[config.mk]
export PLATFORM = sky130hd
export DESIGN_NAME = win3_stream
export DESIGN_NICKNAME = d
export VERILOG_FILES = /design/src/rtl/win3_pkg.sv /design/src/rtl/win3_scan.sv /design/src/rtl/win3_rowbuf.sv /design/src/rtl/win3_array.sv /design/src/rtl/win3_stream.sv
export SDC_FILE = /design/constraint.sdc
export NUM_CORES = 2
export LEC_CHECK = 0
export ABC_AREA = 1
export BUFFER_PORTS_ARGS = -buffer_cell sky130_fd_sc_hd__buf_2
export CAP_MARGIN = 20
export CORE_MARGIN = 5
export CORE_UTILIZATION = 45
export DETAILED_ROUTE_END_ITERATION = 16
export HOLD_SLACK_MARGIN = 0.05
export PLACE_DENSITY = 0.68
export SLEW_MARGIN = 20
export SYNTH_ARGS = -nofsm -noshare
export SYNTH_HDL_FRONTEND = slang
export SYNTH_SLANG_ARGS = --single-unit
[constraint.sdc]
create_clock -name clk -period 7 [get_ports clk]
set_clock_uncertainty 0.2 [all_clocks]
set_input_delay 0.35 -clock clk [delete_from_list [all_inputs] [get_ports clk]]
set_output_delay 0.35 -clock clk [all_outputs]
set_load 0.02 [all_outputs]
[src/rtl/win3_pkg.sv]
package win3_pkg;

    localparam int PIX_W = 8;

    typedef logic [PIX_W-1:0]   pix_t;
    typedef logic [9*PIX_W-1:0] win_t;

    // one vertical slice of the window: upper, middle and lower row
    typedef struct packed {
        pix_t top;
        pix_t mid;
        pix_t bot;
    } col_t;

    typedef enum logic [1:0] {
        PH_IDLE,
        PH_LIVE,
        PH_FLUSH,
        PH_TAIL
    } phase_e;

    function automatic col_t col_fill(input pix_t p);
        col_t c;
        c.top = p;
        c.mid = p;
        c.bot = p;
        return c;
    endfunction

    // element k = 3*row + column, element 0 in the least significant byte
    function automatic win_t win_pack(input col_t l, input col_t m, input col_t r);
        return {r.bot, m.bot, l.bot, r.mid, m.mid, l.mid, r.top, m.top, l.top};
    endfunction

    function automatic col_t win_col(input win_t w, input int cx);
        col_t c;
        c.top = w[cx*PIX_W +: PIX_W];
        c.mid = w[(3+cx)*PIX_W +: PIX_W];
        c.bot = w[(6+cx)*PIX_W +: PIX_W];
        return c;
    endfunction

endpackage

[src/rtl/win3_scan.sv]
module win3_scan import win3_pkg::*; #(
    parameter int IMG_W = 128,
    parameter int IMG_H = 128,
    localparam int CW = $clog2(IMG_W),
    localparam int SW = $clog2(IMG_H + 2)
) (
    input  logic          clk,
    input  logic          rst,
    input  logic          in_valid,
    input  logic          in_sof,
    input  logic          in_eol,
    output logic          in_ready,
    output logic          step,
    output logic          flushing,
    output logic          tail,
    output logic [SW-1:0] cur_row,
    output logic [CW-1:0] cur_col
);

    phase_e        phase_q;
    logic [SW-1:0] row_q;
    logic [CW-1:0] col_q;
    logic          take, restart, line_end, last_row;

    always_comb begin
        in_ready = (phase_q == PH_IDLE) || (phase_q == PH_LIVE);
        take     = in_valid && in_ready && (in_sof || (phase_q == PH_LIVE));
        restart  = take && in_sof;
        flushing = (phase_q == PH_FLUSH);
        tail     = (phase_q == PH_TAIL);
        step     = take || flushing || tail;
        cur_row  = restart ? '0 : row_q;
        cur_col  = restart ? '0 : col_q;
        line_end = (cur_col == CW'(IMG_W - 1)) || (take && in_eol);
        last_row = (cur_row == SW'(IMG_H - 1));
    end

    always_ff @(posedge clk) begin
        if (rst) begin
            phase_q <= PH_IDLE;
            row_q   <= '0;
            col_q   <= '0;
        end else if (step) begin
            if (take) begin
                if (line_end) begin
                    col_q <= '0;
                    if (last_row) begin
                        phase_q <= PH_FLUSH;
                        row_q   <= SW'(IMG_H);
                    end else begin
                        phase_q <= PH_LIVE;
                        row_q   <= cur_row + SW'(1);
                    end
                end else begin
                    phase_q <= PH_LIVE;
                    row_q   <= cur_row;
                    col_q   <= cur_col + CW'(1);
                end
            end else if (flushing) begin
                if (line_end) begin
                    phase_q <= PH_TAIL;
                    row_q   <= SW'(IMG_H + 1);
                    col_q   <= '0;
                end else begin
                    col_q <= col_q + CW'(1);
                end
            end else begin
                phase_q <= PH_IDLE;
                row_q   <= '0;
                col_q   <= '0;
            end
        end
    end

    // while input is refused, the bottom line advances every cycle
    p_flush_runs_r5: assert property (@(posedge clk) disable iff (rst)
        !in_ready |-> step);

    // the closing cycle of the bottom line hands the input back
    p_tail_release_r5: assert property (@(posedge clk) disable iff (rst)
        tail |=> in_ready);

endmodule

[src/rtl/win3_rowbuf.sv]
module win3_rowbuf import win3_pkg::*; #(
    parameter int IMG_W = 128,
    localparam int CW = $clog2(IMG_W)
) (
    input  logic          clk,
    input  logic          step,
    input  logic          first_row,
    input  logic          flushing,
    input  logic          tail,
    input  logic [CW-1:0] col,
    input  pix_t          pix,
    output col_t          colv
);

    localparam int STAGES = 2;

    pix_t rd [STAGES];
    pix_t wr [STAGES];
    logic wr_en;

    assign wr_en = step && !flushing && !tail;

    // stage 0 holds the row above the incoming one, stage 1 the row above that;
    // on the first row every stage is primed with the incoming pixel
    always_comb begin
        wr[0] = pix;
        for (int s = 1; s < STAGES; s++) begin
            wr[s] = first_row ? pix : rd[s-1];
        end
    end

    for (genvar s = 0; s < STAGES; s++) begin : g_line
        pix_t mem [IMG_W];
        assign rd[s] = mem[col];
        always_ff @(posedge clk) begin
            if (wr_en) begin
                mem[col] <= wr[s];
            end
        end
    end

    always_comb begin
        if (first_row) begin
            colv = col_fill(pix);
        end else begin
            colv.top = rd[1];
            colv.mid = rd[0];
            colv.bot = flushing ? rd[0] : pix;
        end
    end

endmodule

[src/rtl/win3_array.sv]
module win3_array import win3_pkg::*; #(
    parameter int IMG_W = 128,
    parameter int IMG_H = 128,
    localparam int CW = $clog2(IMG_W),
    localparam int RW = $clog2(IMG_H),
    localparam int SW = $clog2(IMG_H + 2)
) (
    input  logic          clk,
    input  logic          rst,
    input  logic          step,
    input  logic [SW-1:0] cur_row,
    input  logic [CW-1:0] cur_col,
    input  col_t          colv,
    output logic          win_valid,
    output win_t          win_pix,
    output logic [RW-1:0] ctr_row,
    output logic [CW-1:0] ctr_col
);

    col_t          c_old, c_new;
    logic [CW-1:0] last_col;
    logic          line_start, emit;
    win_t          nxt;
    logic [SW-1:0] erow;
    logic [CW-1:0] ecol;

    always_comb begin
        line_start = (cur_col == '0);
        if (line_start) begin
            // close the previous line: repeat its last column on the right
            emit = (cur_row >= SW'(2));
            nxt  = win_pack(c_old, c_new, c_new);
            erow = cur_row - SW'(2);
            ecol = last_col;
        end else begin
            emit = (cur_row >= SW'(1));
            nxt  = win_pack(c_old, c_new, colv);
            erow = cur_row - SW'(1);
            ecol = cur_col - CW'(1);
        end
    end

    always_ff @(posedge clk) begin
        if (rst) begin
            win_valid <= 1'b0;
            win_pix   <= '0;
            ctr_row   <= '0;
            ctr_col   <= '0;
        end else begin
            win_valid <= step && emit;
            if (step && emit) begin
                win_pix <= nxt;
                ctr_row <= erow[RW-1:0];
                ctr_col <= ecol;
            end
        end
    end

    always_ff @(posedge clk) begin
        if (step) begin
            last_col <= cur_col;
            c_new    <= colv;
            c_old    <= line_start ? colv : c_new;
        end
    end

    p_coord_range_r2: assert property (@(posedge clk) disable iff (rst)
        win_valid |-> (32'(ctr_row) < IMG_H) && (32'(ctr_col) < IMG_W));

    p_top_edge_r4: assert property (@(posedge clk) disable iff (rst)
        (win_valid && ctr_row == '0) |->
            win_pix[3*PIX_W-1:0] == win_pix[6*PIX_W-1:3*PIX_W]);

    p_bottom_edge_r5: assert property (@(posedge clk) disable iff (rst)
        (win_valid && ctr_row == RW'(IMG_H - 1)) |->
            win_pix[9*PIX_W-1:6*PIX_W] == win_pix[6*PIX_W-1:3*PIX_W]);

    p_left_edge_r6: assert property (@(posedge clk) disable iff (rst)
        (win_valid && ctr_col == '0) |-> win_col(win_pix, 0) == win_col(win_pix, 1));

    p_right_edge_r6: assert property (@(posedge clk) disable iff (rst)
        (win_valid && ctr_col == CW'(IMG_W - 1)) |-> win_col(win_pix, 2) == win_col(win_pix, 1));

    p_stall_quiet_r7: assert property (@(posedge clk) disable iff (rst)
        !step |=> !win_valid && $stable(win_pix));

endmodule

[src/rtl/win3_stream.sv]
module win3_stream import win3_pkg::*; #(
    parameter int IMG_W = 128,
    parameter int IMG_H = 128,
    localparam int CW = $clog2(IMG_W),
    localparam int RW = $clog2(IMG_H),
    localparam int SW = $clog2(IMG_H + 2)
) (
    input  logic               clk,
    input  logic               rst,
    input  logic               in_valid,
    input  logic               in_sof,
    input  logic               in_eol,
    input  logic [PIX_W-1:0]   in_pix,
    output logic               in_ready,
    output logic               win_valid,
    output logic [9*PIX_W-1:0] win_pix,
    output logic [RW-1:0]      ctr_row,
    output logic [CW-1:0]      ctr_col
);

    logic          step, flushing, tail;
    logic [SW-1:0] cur_row;
    logic [CW-1:0] cur_col;
    col_t          colv;

    win3_scan #(.IMG_W(IMG_W), .IMG_H(IMG_H)) u_scan (
        .clk      (clk),
        .rst      (rst),
        .in_valid (in_valid),
        .in_sof   (in_sof),
        .in_eol   (in_eol),
        .in_ready (in_ready),
        .step     (step),
        .flushing (flushing),
        .tail     (tail),
        .cur_row  (cur_row),
        .cur_col  (cur_col)
    );

    win3_rowbuf #(.IMG_W(IMG_W)) u_rows (
        .clk       (clk),
        .step      (step),
        .first_row (cur_row == '0),
        .flushing  (flushing),
        .tail      (tail),
        .col       (cur_col),
        .pix       (in_pix),
        .colv      (colv)
    );

    win3_array #(.IMG_W(IMG_W), .IMG_H(IMG_H)) u_win (
        .clk       (clk),
        .rst       (rst),
        .step      (step),
        .cur_row   (cur_row),
        .cur_col   (cur_col),
        .colv      (colv),
        .win_valid (win_valid),
        .win_pix   (win_pix),
        .ctr_row   (ctr_row),
        .ctr_col   (ctr_col)
    );

endmodule

==> reports/results.ini <==
[sta]
fin_tns_setup_ns = 0
hold_viol_final = 0
period_share_pct = 83.3
period_needed_ns = 5.83
worst_slew_pin_slew_ns = 1.20
slew-limit-headroom_pct = 20.3
slew_viol_final = 0
finalSetupViolCount = 0
fmax_mhz = 171
grt_setup_unrepaired = no

[synthesis]
synthesis.nets = 9223
ys_warn_count = 0
synth_area_leaders = edfxtp_1, nand2_1, dfxtp_1
seq_area_frac_synth_pct = 70.3
synthArstFlopShare_pct = 0
ys_types = 42
synth_common_cells = nand2_1, edfxtp_1, nor2_1
syn_inst = 9200
yosysTopAreaCell = edfxtp_1
syn_avg_cell_area_um2 = 10.1
ys_seq_elements = 2207
synth_area_mm2 = 0.0927
synth_top_area_share_pct = 68.1
synthFlopType = edfxtp_1
yosysMostFrequentCell = nand2_1
synth_edf_count = 2103

[final_layout]
seq_area_mm2 = 0.0652
fin_nets = 9361
drive_gt1_share_pct = 7.52
fill_cells = 17732
syn_to_final_growth_pct = 12.3
multi_input_area_mm2 = 0.0251

[global_routing]
overflow = 0
grt_max_degree = 162
grt_pass1_vias = 61999
antenna_found_initial = 10
grt_pass1_wl_um = 399000
grt_usage_pct = 24.6

[setup_path]
crit_start = u_scan.col_q[0]$_SDFFE_PP0P_
r2r_cells = 15
slowest_delay_ns = 0.78
cp_cell_sequence = nand2_8, inv_8, buf_4, nand2_1, inv_2, buf_4, nand2_1, nand4_1, o21ai_0, nand3_1, nand3_1, nand2_1, nand2_1, nand2_4, buf_4
r2r-end = u_rows.g_line[1].mem[9][0]$_DFFE_PP_
start_kind = register
critical-path-top-cell-by-count = nand2_1
regToRegSetupSlack_ns = 1.17
worstSetupEndpointType = register
critical-path-slowest-cell = dfxtp_4
critPathMaxFanout = 88
r2r_start = u_scan.col_q[0]$_SDFFE_PP0P_
crit_end = u_rows.g_line[1].mem[9][0]$_DFFE_PP_
cp.required_ns = 7.39
cp.arrival_ns = 6.22
critPathKind = register to register

[detailed_routing]
drt_iter0_markers = 8578
routed_wl_um = 272000
ant_nets = 0
vias = 66331
via_per_inst = 5.43
drc = 0
drt_first_pass_iters = 6
wl_per_cell_um = 22.3

[clocking]
ctsRootBufferMaster = clkbuf_16
tritoncts = built
clkLatencyLatePin_ns = 0.89
path_clk_slew_ns = 0.06
clk_path_buf_depth = 3
htreeDepth = 4
cts_setup_buffers = 0
cts_buffers = 217
clkSinkCount = 2207

[floorplan]
rows = 166
pin_count = 101
start_util_pct = 45.3
die_area_mm2 = 0.215
fp.dieW_um = 464
die_h_um = 464
core_mm2 = 0.205

[run_status]
status = complete, no violations

[power]
power_density_mw_per_mm2 = 270
irDropWorstVdd_mv = 0.241
finalPower_w = 0.0281
leakagePower_nw = 42.5

[min_path]
min_path_type = input port to register

[place]
place.gp.congestion = 0.895
io_buffers = 100
dpl.hpwl_um = 157000

[flow_run]
cap_violations = 0

[cell type report]
type,count,area share (%)
clock buffers,277,5.57
clock inverters,120,1.14
multi-input cells,6420,24.1
well taps,2688,3.23
inverters,112,0.425
diodes,1,0.00240
repair buffers,380,2.90
flip-flops and latches,2207,62.7
[worst min-delay path by stage]
stage | start | end | slack (ns) | depth (start not counted)
finish | in_pix[3] | u_rows.g_line[0].mem[96][3]$_DFFE_PP_ | 0.18 | 2
global route | in_pix[3] | u_rows.g_line[0].mem[97][3]$_DFFE_PP_ | 0.17 | 2
CTS | in_pix[3] | u_rows.g_line[0].mem[97][3]$_DFFE_PP_ | 0.13 | 2
detailed placement | u_win.win_pix[22]$_SDFFE_PP0P_ | u_win.win_pix[22]$_SDFFE_PP0P_ | 0.25 | 2
global placement | u_win.win_pix[25]$_SDFFE_PP0P_ | u_win.win_pix[25]$_SDFFE_PP0P_ | 0.25 | 2
floorplan | u_scan.row_q[1]$_SDFFE_PP0P_ | u_scan.row_q[1]$_SDFFE_PP0P_ | 0.25 | 2
[through the flow]
step / cells / hold WS [ns] / util (%) / instance area [um2] / setup WS [ns]
floorplan: 9200 / 0.245 / - / 92700 / 2.78
global placement: 11793 / 0.251 / 47.4 / 97000 / 1.50
detailed placement: 11793 / 0.253 / 47.4 / 97000 / 1.37
CTS: 12203 / 0.132 / 50.8 / 104000 / 1.34
global route: 12204 / 0.170 / 50.8 / 104000 / 0.986
finish: 12205 / 0.180 / 50.8 / 104000 / 1.17
[report_power, final]
part / switching [W] / total (W) / internal [W]
Sequential: 0.0000387 / 0.0147 / 0.0147
Clock: 0.00502 / 0.0115 / 0.00648
Combinational: 0.00144 / 0.00185 / 0.000412
[placed cells by master (no fill, tap or decap), drive strengths merged, types with 2 or more instances in the layout]
master,synthesis,routed
nand2,5642,5642
edfxtp,2103,2103
buf,370,367
nor2,333,333
clkbuf,91,277
nand3,140,140
a21oi,139,139
inv,111,115
dfxtp,104,104
clkinv,1,97
o21ai,93,93
bufinv,0,17
nand4,13,13
dlygate4sd3,0,13
a31oi,11,11
ha,10,10
nor3,10,10
a22oi,5,5
xor2,5,5
o211ai,3,3
xnor2,3,3
clkinvlp,0,3
o21bai,2,2
nor4,2,2
or2,2,2
[cell families (layout without fill, tap and decap cells)]
kind of cell,after synthesis,count (layout),synth area share [%]
compound gates,259,259,1.46
simple gates,6143,6143,25.2
xor+xnor,8,8,0.0756
flops,2207,2207,70.3
other cells,0,1,0
fa+ha+maj,10,10,0.135
buf+inv,573,889,2.79
[what timing repair did]
action / in CTS / in global routing
hold buffers: 13 / 0
hold endpoints to repair: 207 / 0
gates resized for setup: 0 / 0
[critical path, delay by kind of cell, from the launching register on]
kind	cells	cell delay, ns
buf+inv	5	2.21
simple gates	9	1.99
flops	1	0.78
compound gates	1	0.18
[registers in the layout, indices dropped and copies added, names as in the netlist]
signal and cells:
u_rows.g_line.mem 2048, u_win.win_pix 72, u_win.c_new 24, u_win.c_old 24, u_scan.row_q 8, u_scan.col_q 7, u_win.ctr_col 7, u_win.ctr_row 7
u_win.last_col 7, u_scan.phase_q 2, u_win.win_valid 1
[routing by layer]
metal  vias up  wire [um]  track usage [%]
met2      3848     121000             38.0
met3       675      32000             5.36
li1      30231          -                -
met5         -         54                0
met1     31569     105000             33.5
met4         8      13700             11.1
Note: power is estimated with default switching activity, not from simulation.
